--- config.mk ---
export PLATFORM = sky130hd
export DESIGN_NAME = chan_addr_seq
export DESIGN_NICKNAME = d
export VERILOG_FILES = /design/src/rtl/seq_pkg.sv /design/src/rtl/seq_cfg_check.sv /design/src/rtl/seq_burst_size.sv /design/src/rtl/seq_addr_step.sv /design/src/rtl/chan_addr_seq.sv
export SDC_FILE = /design/constraint.sdc
export NUM_CORES = 1
export LEC_CHECK = 0
export BUFFER_PORTS_ARGS = -buffer_cell sky130_fd_sc_hd__clkbuf_2
export CAP_MARGIN = 5
export CORE_MARGIN = 2
export CORE_UTILIZATION = 27
export CTS_CLUSTER_DIAMETER = 30
export DETAILED_ROUTE_END_ITERATION = 10
export GPL_TIMING_DRIVEN = 0
export SLEW_MARGIN = 20
export SYNTH_ARGS = -nofsm -noshare
export SYNTH_HDL_FRONTEND = slang
export SYNTH_SLANG_ARGS = --single-unit
--- constraint.sdc ---
create_clock -name clk -period 10.25 [get_ports clk]
set_clock_uncertainty 0.1 [all_clocks]
set_input_delay 1.025 -clock clk [delete_from_list [all_inputs] [get_ports clk]]
set_output_delay 1.025 -clock clk [all_outputs]
set_load 0.01 [all_outputs]
--- src/rtl/seq_pkg.sv ---
package seq_pkg;
    localparam int MAX_WIDTH_CODE = 5;
    localparam int MAX_BURST_CODE = 10;
    localparam int RBW = MAX_BURST_CODE + 1;
    localparam int WBW = MAX_BURST_CODE + MAX_WIDTH_CODE + 1;

    typedef enum logic [2:0] {
        ST_IDLE  = 3'd0,
        ST_SWAIT = 3'd1,
        ST_RD    = 3'd2,
        ST_DWAIT = 3'd3,
        ST_WR    = 3'd4
    } seq_state_e;

    localparam logic [1:0] AC_INC = 2'd0;
    localparam logic [1:0] AC_DEC = 2'd1;
    localparam logic [1:0] AC_FIX = 2'd2;
endpackage

--- src/rtl/seq_cfg_check.sv ---
module seq_cfg_check
    import seq_pkg::*;
#(
    parameter int AW = 32,
    parameter int CW = 24
) (
    input  logic [AW-1:0] src_addr,
    input  logic [AW-1:0] dst_addr,
    input  logic [CW-1:0] count,
    input  logic [2:0]    sw,
    input  logic [2:0]    dw,
    input  logic [3:0]    blen,
    input  logic [1:0]    sctl,
    input  logic [1:0]    dctl,
    output logic          bad
);
    logic [4:0]    span_log;
    logic [AW-1:0] amask;
    logic [CW-1:0] cmask;
    logic          code_bad;
    logic          align_bad;
    logic          fit_bad;

    always_comb begin
        span_log  = 5'(blen) + 5'(sw);
        amask     = ~({AW{1'b1}} << span_log);
        cmask     = ~({CW{1'b1}} << blen);
        code_bad  = (sw > 3'(MAX_WIDTH_CODE)) || (dw > 3'(MAX_WIDTH_CODE)) ||
                    (blen > 4'(MAX_BURST_CODE)) ||
                    (sctl == 2'd3) || (dctl == 2'd3);
        align_bad = ((src_addr & amask) != '0) || ((dst_addr & amask) != '0) ||
                    ((count & cmask) != '0);
        fit_bad   = 5'(dw) > span_log;
        bad       = code_bad || align_bad || fit_bad;
    end
endmodule

--- src/rtl/seq_burst_size.sv ---
module seq_burst_size
    import seq_pkg::*;
(
    input  logic [2:0]     sw,
    input  logic [2:0]     dw,
    input  logic [3:0]     blen,
    output logic [RBW-1:0] rd_beats,
    output logic [WBW-1:0] wr_beats
);
    logic [4:0] span_log;
    logic [4:0] wexp;

    always_comb begin
        span_log = 5'(blen) + 5'(sw);
        wexp     = (5'(dw) > span_log) ? 5'd0 : span_log - 5'(dw);
        rd_beats = RBW'(1) << blen;
        wr_beats = WBW'(1) << wexp;
    end
endmodule

--- src/rtl/seq_addr_step.sv ---
module seq_addr_step
    import seq_pkg::*;
#(
    parameter int AW = 32
) (
    input  logic [AW-1:0] addr,
    input  logic [2:0]    code,
    input  logic [1:0]    ctl,
    output logic [AW-1:0] next
);
    logic [AW-1:0] step;

    always_comb begin
        step = AW'(1) << code;
        case (ctl)
            AC_INC:  next = addr + step;
            AC_DEC:  next = addr - step;
            default: next = addr;
        endcase
    end
endmodule

--- src/rtl/chan_addr_seq.sv ---
module chan_addr_seq
    import seq_pkg::*;
#(
    parameter int AW = 32,
    parameter int CW = 24
) (
    input  logic          clk,
    input  logic          rst_n,
    input  logic          start,
    input  logic          abort,
    input  logic [AW-1:0] src_addr,
    input  logic [AW-1:0] dst_addr,
    input  logic [CW-1:0] xfer_count,
    input  logic [2:0]    src_width,
    input  logic [2:0]    dst_width,
    input  logic [3:0]    burst_code,
    input  logic [1:0]    src_ctl,
    input  logic [1:0]    dst_ctl,
    input  logic          src_hs,
    input  logic          dst_hs,
    input  logic          src_req,
    input  logic          dst_req,
    output logic          rd_valid,
    input  logic          rd_ready,
    output logic [AW-1:0] rd_addr,
    output logic [2:0]    rd_size,
    output logic          wr_valid,
    input  logic          wr_ready,
    output logic [AW-1:0] wr_addr,
    output logic [2:0]    wr_size,
    output logic          src_ack,
    output logic          dst_ack,
    output logic          done,
    output logic          error,
    output logic          aborted
);
    typedef struct packed {
        seq_state_e     state;
        logic [AW-1:0]  sa;
        logic [AW-1:0]  da;
        logic [CW-1:0]  rem;
        logic [RBW-1:0] rcnt;
        logic [WBW-1:0] wcnt;
        logic [2:0]     sw;
        logic [2:0]     dw;
        logic [3:0]     blen;
        logic [1:0]     sctl;
        logic [1:0]     dctl;
        logic           shs;
        logic           dhs;
        logic           abort_pend;
        logic           done;
        logic           error;
        logic           aborted;
        logic           sack;
        logic           dack;
    } seq_regs_t;

    seq_regs_t q, d;

    logic           cfg_bad;
    logic [2:0]     sz_sw, sz_dw;
    logic [3:0]     sz_blen;
    logic [RBW-1:0] rd_beats;
    logic [WBW-1:0] wr_beats;
    logic [AW-1:0]  sa_next, da_next;
    logic           abort_now;
    logic           idle;

    assign idle    = (q.state == ST_IDLE);
    assign sz_sw   = idle ? src_width  : q.sw;
    assign sz_dw   = idle ? dst_width  : q.dw;
    assign sz_blen = idle ? burst_code : q.blen;

    seq_cfg_check #(.AW(AW), .CW(CW)) u_check (
        .src_addr (src_addr),
        .dst_addr (dst_addr),
        .count    (xfer_count),
        .sw       (src_width),
        .dw       (dst_width),
        .blen     (burst_code),
        .sctl     (src_ctl),
        .dctl     (dst_ctl),
        .bad      (cfg_bad)
    );

    seq_burst_size u_size (
        .sw       (sz_sw),
        .dw       (sz_dw),
        .blen     (sz_blen),
        .rd_beats (rd_beats),
        .wr_beats (wr_beats)
    );

    seq_addr_step #(.AW(AW)) u_src_step (
        .addr (q.sa),
        .code (q.sw),
        .ctl  (q.sctl),
        .next (sa_next)
    );

    seq_addr_step #(.AW(AW)) u_dst_step (
        .addr (q.da),
        .code (q.dw),
        .ctl  (q.dctl),
        .next (da_next)
    );

    always_comb begin
        d         = q;
        d.done    = 1'b0;
        d.error   = 1'b0;
        d.aborted = 1'b0;
        d.sack    = 1'b0;
        d.dack    = 1'b0;
        abort_now = q.abort_pend | abort;

        case (q.state)
            ST_IDLE: begin
                d.abort_pend = 1'b0;
                if (start) begin
                    if (cfg_bad) begin
                        d.error = 1'b1;
                    end else if (xfer_count == '0) begin
                        d.done = 1'b1;
                    end else begin
                        d.sa    = src_addr;
                        d.da    = dst_addr;
                        d.rem   = xfer_count;
                        d.sw    = src_width;
                        d.dw    = dst_width;
                        d.blen  = burst_code;
                        d.sctl  = src_ctl;
                        d.dctl  = dst_ctl;
                        d.shs   = src_hs;
                        d.dhs   = dst_hs;
                        d.rcnt  = rd_beats;
                        d.state = src_hs ? ST_SWAIT : ST_RD;
                    end
                end
            end
            ST_SWAIT: begin
                if (abort_now) begin
                    d.state   = ST_IDLE;
                    d.aborted = 1'b1;
                end else if (src_req) begin
                    d.state = ST_RD;
                end
            end
            ST_RD: begin
                d.abort_pend = abort_now;
                if (rd_ready) begin
                    d.sa = sa_next;
                    if (q.rcnt == RBW'(1)) begin
                        d.sack  = q.shs;
                        d.wcnt  = wr_beats;
                        d.state = q.dhs ? ST_DWAIT : ST_WR;
                    end else begin
                        d.rcnt = q.rcnt - RBW'(1);
                    end
                    if (abort_now) begin
                        d.state   = ST_IDLE;
                        d.aborted = 1'b1;
                    end
                end
            end
            ST_DWAIT: begin
                if (abort_now) begin
                    d.state   = ST_IDLE;
                    d.aborted = 1'b1;
                end else if (dst_req) begin
                    d.state = ST_WR;
                end
            end
            ST_WR: begin
                d.abort_pend = abort_now;
                if (wr_ready) begin
                    d.da = da_next;
                    if (q.wcnt == WBW'(1)) begin
                        d.dack = q.dhs;
                        d.rem  = q.rem - CW'(rd_beats);
                        d.rcnt = rd_beats;
                        if (q.rem == CW'(rd_beats)) begin
                            d.state = ST_IDLE;
                            d.done  = 1'b1;
                        end else begin
                            d.state = q.shs ? ST_SWAIT : ST_RD;
                        end
                    end else begin
                        d.wcnt = q.wcnt - WBW'(1);
                    end
                    if (abort_now) begin
                        d.state   = ST_IDLE;
                        d.done    = 1'b0;
                        d.aborted = 1'b1;
                    end
                end
            end
            default: d.state = ST_IDLE;
        endcase
    end

    always_ff @(posedge clk) begin
        if (!rst_n) q <= '0;
        else        q <= d;
    end

    assign rd_valid = (q.state == ST_RD);
    assign rd_addr  = q.sa;
    assign rd_size  = q.sw;
    assign wr_valid = (q.state == ST_WR);
    assign wr_addr  = q.da;
    assign wr_size  = q.dw;
    assign src_ack  = q.sack;
    assign dst_ack  = q.dack;
    assign done     = q.done;
    assign error    = q.error;
    assign aborted  = q.aborted;

    // an unaccepted read request is held with the same address
    a_r5_rd_hold: assert property (@(posedge clk) disable iff (!rst_n)
        (rd_valid && !rd_ready && !abort && !q.abort_pend) |=> (rd_valid && $stable(rd_addr)));

    // an unaccepted write request is held with the same address
    a_r5_wr_hold: assert property (@(posedge clk) disable iff (!rst_n)
        (wr_valid && !wr_ready && !abort && !q.abort_pend) |=> (wr_valid && $stable(wr_addr)));

    // a rejected start raises error and no request
    a_r6_reject_quiet: assert property (@(posedge clk) disable iff (!rst_n)
        (start && idle && cfg_bad) |=> (error && !rd_valid && !wr_valid));

    // done only follows an accepted write
    a_r9_done_after_write: assert property (@(posedge clk) disable iff (!rst_n)
        (done && !$past(start)) |-> $past(wr_valid && wr_ready));

    // at most one ending pulse at a time
    a_r11_one_ending: assert property (@(posedge clk) disable iff (!rst_n)
        $onehot0({done, error, aborted}));

    // source acknowledge only after an accepted read
    a_r7_sack_after_read: assert property (@(posedge clk) disable iff (!rst_n)
        src_ack |-> $past(rd_valid && rd_ready));

    // fixed source address does not move after a beat
    a_r2_fixed_src: assert property (@(posedge clk) disable iff (!rst_n)
        (rd_valid && rd_ready && q.sctl == AC_FIX) |=> $stable(rd_addr));
endmodule

==> flow_metrics.env <==
export IMPL_status="complete, no violations"
export IMPL_synth_edf_count=0
export IMPL_vias=15900
export IMPL_nNetsFinal=2287
export IMPL_endpoint_kind="register"
export IMPL_syn_avg_cell_area_sq_um=7.24
export IMPL_fmax_mhz=179
export IMPL_antenna_found_initial=3
export IMPL_hold_slack_ps=364
export IMPL_wl_per_cell_microns=23.2
export IMPL_cts_tree="yes"
export IMPL_report_final_hold_viol_count=0
export IMPL_rows=82
export IMPL_yosys_cell_types_count=85
export IMPL_dp_slack_ps=3900
export IMPL_setup_violations=0
export IMPL_ctsHoldBuffers=0
export IMPL_area_delta_synth_final_pct=17.9
export IMPL_clk_latency_ps=490
export IMPL_synth_main_ff_cell="dfxtp_1"
export IMPL_yosysWarnings=0
export IMPL_powerDensity_nw_per_um2=93.2
export IMPL_worstPathMaxFanout=10
export IMPL_async_flop_share_pct=0
export IMPL_core_area_sq_um=49900
export IMPL_remaining_drc_errors=0
export IMPL_start_util_pct=27.2
export IMPL_synth_most_common_cell="nand2_1"
export IMPL_slew_viol_final=0
export IMPL_die_width_microns=228
export IMPL_fin_ws_ps=4670
export IMPL_synth_area_sq_um=13500
export IMPL_synthTopCellsByCount="nand2_1, a21oi_1, nor2_1"
export IMPL_ctsLongestPathBuffers=2
export IMPL_ys_seq_area_share_pct=20.7
export IMPL_drt_pass1_iterations=6
export IMPL_grt_pass1_vias=14900
export IMPL_syn_num_nets=2080
export IMPL_ir_worst_vdd_mv=0.114
export IMPL_setup_worst_path_start_class="input pin"
export IMPL_min_period_ps=5580
export IMPL_antenna_left=0
export IMPL_critPathRequiredTime_ps=10490
export IMPL_p_int_mw=1.04
export IMPL_worstPathArrival_ps=5820
export IMPL_nFillCells=5505
export IMPL_ioPinCount=189
export IMPL_relSlewSlack_pct=27.0
export IMPL_synth_top_area_share_pct=20.7
export IMPL_io_buffers=188
export IMPL_cts_buffers=17
export IMPL_viasPerCell=5.74
export IMPL_grt_pass1_wl_mm=93.3
export IMPL_tns_ps=0
export IMPL_hold_class="reg -> reg"
export IMPL_drt_total_wl_mm=64.2
export IMPL_crit_start="burst_code[0]"
export IMPL_numClockSinks=140
export IMPL_worst_pin_slew_ps=1080
export IMPL_rsz0062_at_grt="no"
export IMPL_grt_max_degree=17
export IMPL_min_delay_start="q[14]"
export IMPL_reg2reg_from="q[137]"
export IMPL_seq_power_share_pct=36.6
export IMPL_synth_top_cell_by_area="dfxtp_1"
export IMPL_power_frac_clock_pct=46.8
export IMPL_drive_gt1_share_pct=17.2
export IMPL_dieArea_sq_um=52000
export IMPL_synth_area_leaders="dfxtp_1, ha_1, nand2_1"
export IMPL_die_y_microns=228
export IMPL_path_class="in -> reg"
export IMPL_finalCritPeriodShare_pct=54.4
export IMPL_switching_share_pct=30.2
export IMPL_cts_root_buffer="clkbuf_16"
export IMPL_place_congestion=0.963
export IMPL_grt_overflow_total=0
export IMPL_p_switching_uw=449
export IMPL_cts_htree_levels=4
export IMPL_cts_resized=0
export IMPL_drtIter0Drc=1904
export IMPL_yosys_register_bits=140
export IMPL_dpl_hpwl_mm=51.0
export IMPL_cts_setup_buffers=0
export IMPL_clk_pin_slew_ps=70
export IMPL_power_leakage_nw=6.88
export IMPL_grt_total_usage_pct=23.9
export IMPL_drv_cap=0
export IMPL_p_comb_share_pct=16.6
export IMPL_synth_cells=1870
export IMPL_power_mw=1.49
routing by layer:
| layer | GRT usage (%) | routed length, microns | vias up |
|---|---|---|---|
| li1 | - | - | 7307 |
| met3 | 6.19 | 5910 | 177 |
| met5 | 0 | 27 | - |
| met1 | 31.0 | 27200 | 7478 |
| met4 | 13.2 | 3480 | 4 |
| met2 | 36.0 | 27500 | 890 |
sequential cells by signal (all words and copies together), names as in the netlist:
| signal | count |
|---|---|
| aborted | 1 |
| done | 1 |
| dst_ack | 1 |
| error | 1 |
| q | 65 |
| rd_addr | 32 |
| rd_size | 3 |
| src_ack | 1 |
| wr_addr | 32 |
| wr_size | 3 |
path summary, 6_finish.rpt:
| path | endpoint | slack (ps) | cells past startpoint |
|---|---|---|---|
| setup / recovery | q[58] | 4670 | 16 |
| hold / removal | q[14] | 360 | 2 |
| setup reg to reg | q[64] | 4900 | 16 |
| hold reg to reg | q[14] | 360 | 2 |
cells by family after synthesis:
logic type / after synthesis / share of synthesized area [%]
AO/OA/AOI/OAI: 586 / 30.0
XOR/XNOR: 56 / 3.62
adder cells (fa/ha/maj): 98 / 9.38
buffers and inverters: 249 / 9.47
flip-flops: 140 / 20.7
multiplexers: 24 / 1.83
AND/OR/NAND/NOR: 717 / 25.0
cell usage in the layout (no fill, tap or decap), types with 26 or more instances in the layout:
cell type / count
nand2_1: 230
clkbuf_2: 188
a21oi_1: 159
nor2_1: 158
dfxtp_1: 140
nor3_1: 114
ha_1: 92
o21ai_0: 90
clkbuf_1: 84
buf_4: 79
inv_1: 65
nand3_1: 40
xnor2_1: 39
a21o_1: 37
nand4_1: 29
a211oi_1: 26
power by group through the flow:
stage	Clock (mW)	Sequential, mW	Combinational (mW)
2_1_floorplan	0	0.556	0.134
3_3_place_gp	0	0.556	0.239
3_5_place_dp	0	0.556	0.237
4_1_cts	0.708	0.544	0.239
5_1_grt	0.726	0.544	0.263
6_report	0.697	0.544	0.247
critical path: stages:
cell and delay (ps):
clkbuf_2 170, ha_1 210, inv_1 60, fa_1 610
clkbuf_1 400, inv_1 220, a21oi_1 420, nand2_1 110
a22o_1 200, a21oi_1 230, nor4b_2 630, nand4b_1 350
buf_2 370, nand2_1 280, buf_2 370, a211oi_1 130
cell type report:
cell class                 instances  area [sq um]  area share, %
antenna                            1          2.50         0.0157
buffer                           184          1040           6.50
clock buffer                      20           457           2.86
clock inverter                    12           169           1.06
inverter                          65           244           1.53
multi-input combinational       1481          9470           59.3
sequential                       140          2800           17.6
tap                              672           841           5.27
timing repair buffer             188           941           5.89
per-stage QoR:
stage                     util [%]  cell area [sq um]  std cells
after floorplan                  -              13500       1870
after global placement        30.7              15300       2730
after detailed placement      30.7              15300       2730
after CTS                     32.0              16000       2762
after global routing          32.0              16000       2762
final                         32.0              16000       2763
Note: power is estimated with default switching activity, not from simulation.
